## src/rtl/alu_fwd_pkg.sv

```systemverilog
package alu_fwd_pkg;

   // Operand source select encoding
   typedef enum logic [1:0] {
      FWD_SEL_IDEX  = 2'b00,
      FWD_SEL_WB    = 2'b01,
      FWD_SEL_MEM   = 2'b10
   } fwd_sel_e;

   localparam int unsigned FWD_STAGES = 2;   // EX/MEM, MEM/WB
   localparam int unsigned FWD_OPNDS  = 2;   // two ALU operands

   // Tag stage index (0 = youngest) to select code
   function automatic fwd_sel_e stage_sel(input int unsigned idx);
      fwd_sel_e r;
      r = (idx == 0) ? FWD_SEL_MEM : FWD_SEL_WB;
      return r;
   endfunction

endpackage

```

## src/rtl/alu_fwd_tag_pipe.sv

```systemverilog
module alu_fwd_tag_pipe #(
   parameter int unsigned REG_AW = 5,
   parameter int unsigned STAGES = 2
) (
   input  logic                             clk,
   input  logic                             rst_n,
   input  logic                             in_wr,
   input  logic [REG_AW-1:0]                in_dst,
   output logic [STAGES-1:0]                tag_wr,
   output logic [STAGES-1:0][REG_AW-1:0]    tag_dst
);

   generate
      if (STAGES < 1) begin : g_bad_stages
         $error("alu_fwd_tag_pipe: STAGES must be at least 1");
      end
   endgenerate

   genvar s;
   generate
      for (s = 0; s < STAGES; s++) begin : g_stage
         if (s == 0) begin : g_head
            always_ff @(posedge clk or negedge rst_n) begin
               if (!rst_n) begin
                  tag_wr[s]  <= 1'b0;
                  tag_dst[s] <= '0;
               end else begin
                  tag_wr[s]  <= in_wr;
                  tag_dst[s] <= in_dst;
               end
            end
         end else begin : g_body
            always_ff @(posedge clk or negedge rst_n) begin
               if (!rst_n) begin
                  tag_wr[s]  <= 1'b0;
                  tag_dst[s] <= '0;
               end else begin
                  tag_wr[s]  <= tag_wr[s-1];
                  tag_dst[s] <= tag_dst[s-1];
               end
            end
         end
      end
   endgenerate

endmodule

```

## src/rtl/alu_fwd_match.sv

```systemverilog
module alu_fwd_match
   import alu_fwd_pkg::*;
#(
   parameter int unsigned REG_AW     = 5,
   parameter int unsigned STAGES     = 2,
   parameter bit          ZERO_FIXED = 1'b1
) (
   input  logic [REG_AW-1:0]               src_idx,
   input  logic [STAGES-1:0]               tag_wr,
   input  logic [STAGES-1:0][REG_AW-1:0]   tag_dst,
   output fwd_sel_e                        sel
);

   logic [STAGES-1:0] hit;

   genvar s;
   generate
      for (s = 0; s < STAGES; s++) begin : g_cmp
         if (ZERO_FIXED) begin : g_zero_fixed
            assign hit[s] = tag_wr[s] && (tag_dst[s] != '0) && (tag_dst[s] == src_idx);
         end else begin : g_zero_plain
            assign hit[s] = tag_wr[s] && (tag_dst[s] == src_idx);
         end
      end
   endgenerate

   // Oldest first, younger stages override
   always_comb begin
      sel = FWD_SEL_IDEX;
      for (int i = STAGES - 1; i >= 0; i--) begin
         if (hit[i]) sel = stage_sel(unsigned'(i));
      end
   end

endmodule

```

## src/rtl/alu_fwd_opmux.sv

```systemverilog
module alu_fwd_opmux
   import alu_fwd_pkg::*;
#(
   parameter int unsigned DATA_W = 32
) (
   input  fwd_sel_e              sel,
   input  logic [DATA_W-1:0]     idex_val,
   input  logic [DATA_W-1:0]     mem_val,
   input  logic [DATA_W-1:0]     wb_val,
   output logic [DATA_W-1:0]     opnd
);

   always_comb begin
      unique case (sel)
         FWD_SEL_MEM: opnd = mem_val;
         FWD_SEL_WB:  opnd = wb_val;
         default:     opnd = idex_val;
      endcase
   end

endmodule

```

## src/rtl/alu_fwd_unit.sv

```systemverilog
module alu_fwd_unit
   import alu_fwd_pkg::*;
#(
   parameter int unsigned DATA_W     = 32,
   parameter int unsigned REG_AW     = 5,
   parameter bit          ZERO_FIXED = 1'b1
) (
   input  logic                 clk,
   input  logic                 rst_n,
   input  logic [REG_AW-1:0]    src1_idx,
   input  logic [REG_AW-1:0]    src2_idx,
   input  logic [REG_AW-1:0]    dst_idx,
   input  logic                 dst_wr,
   input  logic [DATA_W-1:0]    src1_val,
   input  logic [DATA_W-1:0]    src2_val,
   input  logic [DATA_W-1:0]    mem_result,
   input  logic [DATA_W-1:0]    wb_value,
   output logic [1:0]           sel1,
   output logic [1:0]           sel2,
   output logic [DATA_W-1:0]    opnd1,
   output logic [DATA_W-1:0]    opnd2
);

   localparam int unsigned STAGES = FWD_STAGES;
   localparam int unsigned NOPND  = FWD_OPNDS;

   generate
      if (DATA_W < 1) begin : g_bad_data_w
         $error("alu_fwd_unit: DATA_W must be at least 1");
      end
      if (REG_AW < 1 || REG_AW > 8) begin : g_bad_reg_aw
         $error("alu_fwd_unit: REG_AW must be within 1..8");
      end
   endgenerate

   logic [STAGES-1:0]               tag_wr;
   logic [STAGES-1:0][REG_AW-1:0]   tag_dst;

   logic [NOPND-1:0][REG_AW-1:0]    src_idx_v;
   logic [NOPND-1:0][DATA_W-1:0]    src_val_v;
   logic [NOPND-1:0][DATA_W-1:0]    opnd_v;
   fwd_sel_e                        sel_v [NOPND];

   assign src_idx_v[0] = src1_idx;
   assign src_idx_v[1] = src2_idx;
   assign src_val_v[0] = src1_val;
   assign src_val_v[1] = src2_val;

   alu_fwd_tag_pipe #(
      .REG_AW (REG_AW),
      .STAGES (STAGES)
   ) u_tags (
      .clk     (clk),
      .rst_n   (rst_n),
      .in_wr   (dst_wr),
      .in_dst  (dst_idx),
      .tag_wr  (tag_wr),
      .tag_dst (tag_dst)
   );

   genvar g;
   generate
      for (g = 0; g < NOPND; g++) begin : g_opnd
         alu_fwd_match #(
            .REG_AW     (REG_AW),
            .STAGES     (STAGES),
            .ZERO_FIXED (ZERO_FIXED)
         ) u_match (
            .src_idx (src_idx_v[g]),
            .tag_wr  (tag_wr),
            .tag_dst (tag_dst),
            .sel     (sel_v[g])
         );

         alu_fwd_opmux #(
            .DATA_W (DATA_W)
         ) u_mux (
            .sel      (sel_v[g]),
            .idex_val (src_val_v[g]),
            .mem_val  (mem_result),
            .wb_val   (wb_value),
            .opnd     (opnd_v[g])
         );
      end
   endgenerate

   assign sel1  = sel_v[0];
   assign sel2  = sel_v[1];
   assign opnd1 = opnd_v[0];
   assign opnd2 = opnd_v[1];

endmodule

```

## config.mk

```make
export PLATFORM = sky130hd
export DESIGN_NAME = alu_fwd_unit
export DESIGN_NICKNAME = d
export VERILOG_FILES = /design/src/rtl/alu_fwd_pkg.sv /design/src/rtl/alu_fwd_tag_pipe.sv /design/src/rtl/alu_fwd_match.sv /design/src/rtl/alu_fwd_opmux.sv /design/src/rtl/alu_fwd_unit.sv
export SDC_FILE = /design/constraint.sdc
export NUM_CORES = 1
export LEC_CHECK = 0
export BUFFER_PORTS_ARGS = -buffer_cell sky130_fd_sc_hd__buf_4
export CAP_MARGIN = 25
export CORE_ASPECT_RATIO = 0.9
export CORE_UTILIZATION = 40
export CTS_CLUSTER_DIAMETER = 200
export DETAILED_ROUTE_END_ITERATION = 10
export HOLD_SLACK_MARGIN = 0.03
export MAX_ROUTING_LAYER = met4
export PLACE_DENSITY = 0.82
export SLEW_MARGIN = 20
export SYNTH_ARGS = -nofsm -noshare
export SYNTH_HDL_FRONTEND = slang
export SYNTH_SLANG_ARGS = --single-unit
```

## constraint.sdc

```tcl
create_clock -name clk -period 2.23 [get_ports clk]
set_input_delay 0.3345 -clock clk [delete_from_list [all_inputs] [get_ports clk]]
set_output_delay 0.3345 -clock clk [all_outputs]
set_load 0.01 [all_outputs]
```

==> flow_summary.toml <==
[outcome]
status = "finished, violations left"
violations = "negative setup slack"

[clock_network]
h-tree-depth = 1
cts_max_path_buffers = 2
path_clk_slew_ns = 0.06
cts_tree = "yes"
cts_buffers = 3
clk-insertion-delay-late_ns = 0.25
cts_root_buf = "clkbuf_8"
cts_sinks = 12

[global_routing]
grt_max_degree = 46
grt_pass1_vias = 3923
track_usage_pct = 35.7
grt_first_pass_wirelength_mm = 19.3
antenna_found_initial = 0
grt_overflow = 0

[sta]
setup_viol = 68
slew_headroom_pct = 66.6
rsz0062_at_grt = "yes"
drv_slew = 0
final.min_clock_period_ns = 2.58
final_hold_viol_count = 0
worst_slack_ns = -0.351
fmax_ghz = 0.387
hold-worst-slack_ns = 0.196
max_slew.worst_pin.slew_ns = 0.497
period_share_pct = 116
fin_worst_skew_ns = 0.00500

[placement]
placed_area_sq_um = 4470
gp_congestion = 0.961
portBuffers = 213
dp_hpwl_mm = 9.24
place_inst = 676

[power]
power_mw = 1.68
ir_drop_mv = 0.414
power_density_nw_per_um2 = 304
leakage_nw = 2.25

[floorplan]
fp.dieH_um = 79.1
die_w_um = 87.6
num_rows = 27
io_pins = 214
die_area_sq_um = 6930
start_util_pct = 42.2
coreArea_sq_um = 6250

[worst_setup_path]
slowest_delay_ns = 0.60
arrival_ns = 2.25
critPathCaptureType = "output port"
r2r_cells = 0
worstSetupPathType = "reg2out"
required_ns = 1.90
cp.depth = 6
path_cells = "or4_4, o211ai_4, buf_6, nor3_1, a31oi_1, buf_4"
path_max_fanout = 17
critPathBufInv = 2
start_kind = "flop"
cpLargestDelayFamily = "simple AND/OR/NAND/NOR gates"
slowest_stage = "or4_4"

[logic_synthesis]
seq_area_frac_synth_pct = 11.4
synth_nets = 549
synthTopCellsByArea = "o31ai_1 18%, a31oi_1 15%, nor3_1 12%"
avgSynthCellArea_sq_um = 6.55
synth.distinct_cells = 25
ys_seq_elements = 12
yosysWarnings = 0
yosys.area.top_type_share_pct = 17.9
synth_area_leader_cell = "o31ai_1"
syn_area_sq_um = 2640
syn_inst = 403

[drt]
vias_per_cell = 7.06
drc = 0
vias = 4972
drt_iter0_markers = 532
ant_nets = 0
wl_mm = 16.8
routedWlPerCell_um = 23.9
dr.pass1.iters = 5

[layout]
mostFrequentLayoutCells = "228 x buf_4, 60 x nor3_1, 42 x a31oi_1"
stdcell_area_sq_um = 5520
n_antenna_cell = 0
mostFrequentLayoutCell = "buf_4"
fin_cells = 704
syn2layout_area_growth_pct = 109
num-fill-cells = 304
post_route_cells_drive_above_1_share_pct = 60.6
nets = 764

[min_path]
min_path_type = "in2reg"
hold_depth = 1

[flow_run]
timing.max_cap.violations = 0
[cells by family (layout without fill, tap and decap cells)]
kind of cell / after synthesis / count (layout) / synth area share (%)
AOI/OAI and AO/OA: 132 / 132 / 35.1
xor gates and xnor gates: 20 / 20 / 6.64
buffers and inverters: 97 / 311 / 14.8
DFF: 12 / 12 / 11.4
and+or+nand+nor: 142 / 142 / 32.0
[final cells by class]
class | instances | area [sq um] | area share, %
clock buffer | 4 | 55.1 | 0.998
inverter | 35 | 136 | 2.47
multi-input combinational | 294 | 2560 | 46.4
sequential | 12 | 305 | 5.53
tap | 87 | 109 | 1.97
timing repair buffer | 272 | 2350 | 42.6
[sequential cells by signal, summed over array words and instances, names as in the netlist]
| name | count |
|---|---|
| u_tags.tag_dst | 10 |
| u_tags.tag_wr | 2 |
[metrics by stage]
stage               util (%)  worst slack (ns)  setup TNS (ns)
global route            88.3            -0.438          -20.17
finish                  88.3            -0.351          -17.67
floorplan                  -            0.0678               0
CTS                     74.1            -0.213          -10.69
detailed placement      71.5            0.0125               0
global placement        71.5            0.0243               0
[timing repair]
item | 4_1_cts | 5_1_grt
pin swaps | 10 | 22
setup endpoints to repair | 66 | 68
endpoints found under the hold margin | 12 | 0
gates cloned | 0 | 9
hold buffers | 1 | 0
buffers inserted | 2 | 13
gates resized for setup | 17 | 120
[synthesized netlist by cell type]
library cell / n
a21bo_1: 1
a21boi_1: 1
a31oi_1: 63
buf_1: 3
buf_2: 19
buf_4: 1
clkbuf_1: 39
dfrtp_1: 12
inv_1: 33
inv_2: 2
nand2_1: 1
nand3_1: 1
nand4_1: 34
nor2_1: 1
nor3_1: 64
nor4_1: 4
o211ai_2: 2
o31a_1: 2
o31ai_1: 63
or2_1: 3
or3_1: 2
or4_1: 31
or4_4: 1
xnor2_1: 15
xor2_1: 5
[layer usage]
layer,global-route usage (%),vias to the layer above,routed length (um)
li1,-,2022,-
met5,-,-,0
met2,61.8,520,7970
met1,43.9,2275,5800
met4,9.67,0,1130
met3,3.85,155,1940
[power breakdown]
part / leakage, nW / switching (mW) / total (mW) / internal [mW]
Sequential: 0.136 / 0.0175 / 0.247 / 0.230
Combinational: 2.09 / 0.625 / 1.19 / 0.563
Clock: 0.0288 / 0.0854 / 0.242 / 0.156
Total: 2.25 / 0.728 / 1.68 / 0.949
[worst paths after layout]
kind,start,to,slack [ns]
worst min register to register,u_tags.tag_wr[0]$_DFF_PN0_,u_tags.tag_wr[1]$_DFF_PN0_,0.43
worst max-delay path,u_tags.tag_dst[3]$_DFF_PN0_,opnd1[14],-0.35
worst min-delay path,dst_idx[4],u_tags.tag_dst[4]$_DFF_PN0_,0.20
max in group asynchronous,rst_n,u_tags.tag_dst[8]$_DFF_PN0_,1.60
worst max register to register,u_tags.tag_dst[2]$_DFF_PN0_,u_tags.tag_dst[7]$_DFF_PN0_,1.53
min in group asynchronous,rst_n,u_tags.tag_dst[3]$_DFF_PN0_,0.46
(Power assumes the default switching activity.)
